--- config.mk ---
export PLATFORM = sky130hd
export DESIGN_NAME = duart_irq_fe
export DESIGN_NICKNAME = d
export VERILOG_FILES = /design/src/rtl/duart_fe_pkg.sv /design/src/rtl/duart_fe_dec.sv /design/src/rtl/duart_fe_tick.sv /design/src/rtl/duart_fe_isr.sv /design/src/rtl/duart_irq_fe.sv
export SDC_FILE = /design/constraint.sdc
export NUM_CORES = 1
export LEC_CHECK = 0
export BUFFER_PORTS_ARGS = -buffer_cell sky130_fd_sc_hd__buf_2
export CAP_MARGIN = 30
export CORE_ASPECT_RATIO = 0.9
export CORE_MARGIN = 2
export CORE_UTILIZATION = 42
export DETAILED_ROUTE_END_ITERATION = 10
export GPL_TIMING_DRIVEN = 0
export PLACE_DENSITY = 0.86
export RECOVER_POWER = 25
export SETUP_SLACK_MARGIN = 0.15
export SYNTH_ARGS = -nofsm -noshare
export SYNTH_HDL_FRONTEND = slang
export SYNTH_SLANG_ARGS = --single-unit
--- constraint.sdc ---
create_clock -name clk_i -period 1.5 [get_ports clk_i]
set_clock_uncertainty 0.05 [all_clocks]
set_input_delay 0 -clock clk_i [delete_from_list [all_inputs] [get_ports clk_i]]
set_output_delay 0 -clock clk_i [all_outputs]
set_load 0.05 [all_outputs]
--- src/rtl/duart_fe_pkg.sv ---
package duart_fe_pkg;
  localparam int NCH     = 2;
  localparam int DW      = 8;
  localparam int CH_BITS = 4;   // status/mask bit stride between channels
  localparam int TX_POS  = 0;   // offset within a channel's nibble
  localparam int RX_POS  = 1;
  localparam int ST_RX   = 0;   // channel status register bits
  localparam int ST_TX   = 2;
  localparam int CMD_FLUSH = 3;

  localparam logic [DW-1:0] TX_MASK = 8'h11;
  localparam logic [DW-1:0] RX_MASK = 8'h22;

  typedef struct packed {
    logic [NCH-1:0] stat_rd;
    logic [NCH-1:0] hold_rd;
    logic [NCH-1:0] hold_wr;
    logic [NCH-1:0] cmd_wr;
    logic           isr_rd;
    logic           isr_wr;
  } dec_t;
endpackage

--- src/rtl/duart_fe_dec.sv ---
module duart_fe_dec
  import duart_fe_pkg::*;
#(
  parameter int ADDR_W = 8,
  parameter logic [ADDR_W-1:0] OFS_STAT = 'h0C,
  parameter logic [ADDR_W-1:0] OFS_CMD  = 'h14,
  parameter logic [ADDR_W-1:0] OFS_HOLD = 'h1C,
  parameter logic [ADDR_W-1:0] OFS_ISR  = 'h2C,
  parameter logic [ADDR_W-1:0] CH_STEP  = 'h40
) (
  input  logic              req_i,
  input  logic              we_i,
  input  logic [ADDR_W-1:0] addr_i,
  output dec_t              dec_o
);
  logic rd, wr;
  logic [NCH-1:0] stat_hit, cmd_hit, hold_hit;

  assign rd = req_i && !we_i;
  assign wr = req_i && we_i;

  for (genvar c = 0; c < NCH; c++) begin : g_ch
    localparam logic [ADDR_W-1:0] BASE = ADDR_W'(c * int'(CH_STEP));
    assign stat_hit[c] = (addr_i == OFS_STAT + BASE);
    assign cmd_hit[c]  = (addr_i == OFS_CMD  + BASE);
    assign hold_hit[c] = (addr_i == OFS_HOLD + BASE);
  end

  always_comb begin
    dec_o.stat_rd = stat_hit & {NCH{rd}};
    dec_o.hold_rd = hold_hit & {NCH{rd}};
    dec_o.hold_wr = hold_hit & {NCH{wr}};
    dec_o.cmd_wr  = cmd_hit  & {NCH{wr}};
    dec_o.isr_rd  = rd && (addr_i == OFS_ISR);
    dec_o.isr_wr  = wr && (addr_i == OFS_ISR);
  end
endmodule

--- src/rtl/duart_fe_tick.sv ---
module duart_fe_tick #(
  parameter int TICK_DIV = 2
) (
  input  logic clk_i,
  input  logic rst_ni,
  input  logic tick_i,
  output logic fire_o
);
  localparam int CW = (TICK_DIV > 1) ? $clog2(TICK_DIV) : 1;
  localparam logic [CW-1:0] LAST = CW'(TICK_DIV - 1);

  logic [CW-1:0] cnt_q;

  assign fire_o = tick_i && (cnt_q == LAST);

  always_ff @(posedge clk_i or negedge rst_ni) begin
    if (!rst_ni)      cnt_q <= '0;
    else if (fire_o)  cnt_q <= '0;
    else if (tick_i)  cnt_q <= cnt_q + 1'b1;
  end
endmodule

--- src/rtl/duart_fe_isr.sv ---
module duart_fe_isr
  import duart_fe_pkg::*;
(
  input  logic           clk_i,
  input  logic           rst_ni,
  input  dec_t           dec_i,
  input  logic [DW-1:0]  wdata_i,
  input  logic [NCH-1:0] rx_arrive_i,
  input  logic           fire_i,
  output logic [DW-1:0]  isr_o,
  output logic [DW-1:0]  imr_o,
  output logic           irq_o
);
  logic [DW-1:0] isr_q, imr_q, clr, cand, set;
  logic irq_q;

  always_comb begin
    clr  = '0;
    cand = '0;
    for (int c = 0; c < NCH; c++) begin
      clr[c*CH_BITS + RX_POS]  = dec_i.hold_rd[c];
      clr[c*CH_BITS + TX_POS]  = dec_i.hold_wr[c];
      cand[c*CH_BITS + RX_POS] = rx_arrive_i[c];
    end
    set = (cand & imr_q) | ((fire_i && |(imr_q & TX_MASK)) ? TX_MASK : '0);
  end

  always_ff @(posedge clk_i or negedge rst_ni) begin
    if (!rst_ni) begin
      isr_q <= '0;
      imr_q <= '0;
      irq_q <= 1'b0;
    end else begin
      isr_q <= (isr_q & ~clr) | set;   // set wins
      if (dec_i.isr_wr) imr_q <= wdata_i;
      if (|set)                 irq_q <= 1'b1;
      else if (dec_i.stat_rd[0]) irq_q <= 1'b0;
    end
  end

  assign isr_o = isr_q;
  assign imr_o = imr_q;
  assign irq_o = irq_q;
endmodule

--- src/rtl/duart_irq_fe.sv ---
module duart_irq_fe
  import duart_fe_pkg::*;
#(
  parameter int ADDR_W   = 8,
  parameter int TICK_DIV = 2,
  parameter logic [ADDR_W-1:0] OFS_STAT = 'h0C,
  parameter logic [ADDR_W-1:0] OFS_CMD  = 'h14,
  parameter logic [ADDR_W-1:0] OFS_HOLD = 'h1C,
  parameter logic [ADDR_W-1:0] OFS_ISR  = 'h2C,
  parameter logic [ADDR_W-1:0] CH_STEP  = 'h40
) (
  input  logic              clk_i,
  input  logic              rst_ni,
  input  logic              req_i,
  input  logic              we_i,
  input  logic [ADDR_W-1:0] addr_i,
  input  logic [DW-1:0]     wdata_i,
  output logic [DW-1:0]     rdata_o,
  input  logic              tick_i,
  input  logic [NCH-1:0]    rx_arrive_i,
  input  logic [NCH-1:0]    rx_avail_i,
  input  logic [DW-1:0]     rx_data_a_i,
  input  logic [DW-1:0]     rx_data_b_i,
  output logic [NCH-1:0]    rx_pop_o,
  output logic [NCH-1:0]    tx_valid_o,
  output logic [DW-1:0]     tx_data_o,
  output logic [NCH-1:0]    flush_o,
  output logic              irq_o
);
  dec_t          dec;
  logic          fire;
  logic [DW-1:0] isr_q, imr_q;
  logic [DW-1:0] rx_data [NCH];
  logic [NCH-1:0] tx_valid_q, flush_q;
  logic [DW-1:0] tx_data_q;

  assign rx_data[0] = rx_data_a_i;
  assign rx_data[1] = rx_data_b_i;

  duart_fe_dec #(
    .ADDR_W(ADDR_W), .OFS_STAT(OFS_STAT), .OFS_CMD(OFS_CMD),
    .OFS_HOLD(OFS_HOLD), .OFS_ISR(OFS_ISR), .CH_STEP(CH_STEP)
  ) u_dec (
    .req_i(req_i), .we_i(we_i), .addr_i(addr_i), .dec_o(dec)
  );

  duart_fe_tick #(.TICK_DIV(TICK_DIV)) u_tick (
    .clk_i(clk_i), .rst_ni(rst_ni), .tick_i(tick_i), .fire_o(fire)
  );

  duart_fe_isr u_isr (
    .clk_i(clk_i), .rst_ni(rst_ni), .dec_i(dec), .wdata_i(wdata_i),
    .rx_arrive_i(rx_arrive_i), .fire_i(fire),
    .isr_o(isr_q), .imr_o(imr_q), .irq_o(irq_o)
  );

  // unmatched offsets (mode, aux, output port) fall through to zero
  always_comb begin
    rdata_o = '0;
    for (int c = 0; c < NCH; c++) begin
      if (dec.stat_rd[c])
        rdata_o = (DW'(rx_avail_i[c]) << ST_RX) | (DW'(1) << ST_TX);
      if (dec.hold_rd[c])
        rdata_o = rx_data[c];
    end
    if (dec.isr_rd) rdata_o = isr_q;
  end

  always_ff @(posedge clk_i or negedge rst_ni) begin
    if (!rst_ni) begin
      tx_valid_q <= '0;
      tx_data_q  <= '0;
      flush_q    <= '0;
    end else begin
      tx_valid_q <= dec.hold_wr;
      if (|dec.hold_wr) tx_data_q <= wdata_i;
      flush_q <= dec.cmd_wr & {NCH{wdata_i[CMD_FLUSH]}};
    end
  end

  assign rx_pop_o   = dec.hold_rd;
  assign tx_valid_o = tx_valid_q;
  assign tx_data_o  = tx_data_q;
  assign flush_o    = flush_q;
endmodule

==> impl_metrics.ini <==
[drt]
dr.pass1.iters = 4
post_drt_wl_per_cell_um = 18.2
drc_errors = 0
drt_wl_total_um = 4030
viasPerCell = 5.40
drtAntennaViolNets = 0
initialDrtViolationCount = 55
vias = 1194

[logic_synthesis]
ys_types = 34
ys_seq_area_frac = 0.507
synthTopCellsByArea = dfrtp_1, mux2_2, mux2_4
yosys_most_used_dff = dfrtp_1
netlist.area_leader.share = 0.507
yosys.cell_count.top_type = dfrtp_1
async_flop_share = 1.00
synth_nets = 136
synth_warnings = 0
ys_ff_latch = 22
synth_edf_count = 0
synth.top_cells.by_count = dfrtp_1, mux2_2, inv_1
syn_area_per_cell_um2 = 11.4
syn_inst = 95
yosys.area.top_type = dfrtp_1
syn-cell-area_um2 = 1090

[global_routing]
grt_max_degree = 23
grt_pass1_vias = 1243
overflow = 0
grtUsageTotal = 0.239
grt_first_pass_wirelength_um = 5440
grt_antenna_before_repair = 0

[die]
core-area_um2 = 2450
die_y_um = 52.2
num_io_pins = 64
start_util = 0.444
dieArea_um2 = 3010
die-width_um = 57.6
fp-row-count = 17

[worst_setup_path]
rr_startpoint = u_isr.imr_o[4]
crit_chain = buf_6 -> nand4bb_4 -> or3b_4 -> buf_6 -> or4_4 -> buf_6 -> mux2_4
crit_arrival_ns = 1.70
crit_start = addr_i[0]
required_ns = 1.64
worst-path-max-fanout = 4
max_stage_delay_ns = 0.42
critPathKind = input port to flip-flop
worst-path-buf-inv = 3
path_delay_family = simple AND/OR/NAND/NOR gates
critPathLaunchType = input port
cpMostUsedCell = buf_6
crit_path_top_delay_cell = or4_4
worstSetupEndpointType = flip-flop

[status]
status = finished with violations
violations = negative setup slack

[power_and_ir_drop]
p_switching_w = 0.000398
switching_share = 0.313
leakage_nw = 1.04
max-vdd-ir-drop_mv = 0.605
p_clk_frac = 0.204
powerDensity_nw_per_um2 = 623
p_comb_frac = 0.270
power_frac_seq = 0.526
p_int_w = 0.000874

[final_layout]
drive_above_1_share = 0.622
n_antenna_cell = 0
area_growth_pct = 88.0
nets = 236
final-instance-count-excl-fill = 221

[clock_tree]
cts-buffers-inserted = 3
clk_latency_ns = 0.30
clkTransAtPathRegs_ns = 0.11
cts.path.max_buffers = 2
root_buffer = clkbuf_4
cts_max_level = 1
cts_tree = built
clock_sinks = 22

[timing]
finalHoldViolations = 0
setup_viol = 5
hold_ws_ns = 0.0436
fin_ws_ns = -0.0604
min_period_ns = 1.56
fmax_mhz = 641
slew_viol_final = 0
rsz0062_at_grt = yes
worst_slew_pin_slew_ns = 1.15
finalCritPeriodShare = 1.04
slew_headroom = 0.232

[placed_design]
dp_hpwl_um = 2150
routabilityCongestion = 0.813
portBuffers = 62
dp_cells = 185

[worst_hold_path]
min_path_type = input port to flip-flop
min-delay-start = addr_i[3]

[flow_run]
cap_violations = 0
## flip-flops by register name, summed over array words and instances, names as in the netlist
| register | cells |
|---|---|
| tx_data_o | 8 |
| u_isr.imr_o | 4 |
| u_isr.isr_o | 4 |
| flush_o | 2 |
| tx_valid_o | 2 |
| u_isr.irq_o | 1 |
| u_tick.cnt_q | 1 |
## kinds of logic (layout without fill, tap and decap cells)
family | count (synthesis) | after routing | synth area share
compound gates | 18 | 18 | 0.123
xor+xnor | 1 | 1 | 0.00807
buf+inv | 13 | 110 | 0.0542
flops | 22 | 22 | 0.507
mux | 12 | 12 | 0.138
simple gates | 29 | 30 | 0.169
## worst min-delay path: cells and delay by family
family	cells	cell delay, ns
and+or+nand+nor	2	0.20
buffers and inverters	1	0.15
## timing repair
item	CTS	global route
setup buffers	8	7
hold buffers	17	0
resized for setup	34	28
setup endpoints to repair	14	22
pin swaps	6	2
endpoints found under the hold margin	41	0
gates cloned	1	0
## through the flow
stage	setup slack, ns	total power, W	area [um^2]	util	setup TNS [ns]
CTS	-0.0235	0.00125	1870	0.763	-0.0825
finish	-0.0604	0.00127	2040	0.835	-0.239
detailed placement	-0.447	0.000942	1470	0.601	-3.96
floorplan	-0.194	0.000827	1120	-	-0.827
global route	-0.0606	0.00134	2040	0.835	-0.367
global placement	-0.405	0.000933	1470	0.601	-2.88
## placed cells by master, fill, tap and decap left out, types with 3 or more instances in the layout
cell type / instances
buf_6: 13
dfrtp_1: 22
nor2_4: 3
a22o_4: 3
dlygate4sd3_1: 17
nand2_1: 3
mux2_2: 8
inv_1: 7
clkbuf_4: 3
a221o_2: 3
buf_8: 7
o21ai_0: 4
mux2_4: 4
buf_4: 10
buf_2: 49
## metal layers
metal / GRT usage / routed length (um) / vias to the layer above
met3: 0.0469 / 238 / 8
met5: 0 / 0 / -
li1: - / - / 548
met2: 0.420 / 2120 / 67
met1: 0.294 / 1610 / 571
met4: 0.0814 / 63 / 0
## final timing paths
check	end	slack, ns	cells past startpoint
worst max register to register	u_isr.isr_o[0]	0.50	2
worst min-delay path	flush_o[0]	0.04	3
max in group asynchronous	tx_data_o[3]	0.34	2
min in group asynchronous	tx_data_o[4]	0.38	2
worst min register to register	u_tick.cnt_q	0.43	1
worst max-delay path	u_isr.imr_o[1]	-0.06	7
## layout make-up
class                      count  area, um^2
timing repair buffer          94         728
multi-input combinational     61         623
sequential                    22         551
fill                         106         404
buffer                         6        56.3
tap                           28        35.0
inverter                       7        26.3
clock buffer                   3        22.5
## power groups by stage
| stage | combinational, W | clock (W) | sequential, W |
|---|---|---|---|
| 2_1_floorplan | 0.0000694 | 0 | 0.000758 |
| 3_3_place_gp | 0.000260 | 0 | 0.000673 |
| 3_5_place_dp | 0.000267 | 0 | 0.000675 |
| 4_1_cts | 0.000320 | 0.000270 | 0.000663 |
| 5_1_grt | 0.000363 | 0.000303 | 0.000671 |
| 6_report | 0.000343 | 0.000260 | 0.000669 |
Power figures use the tool's default switching activity.
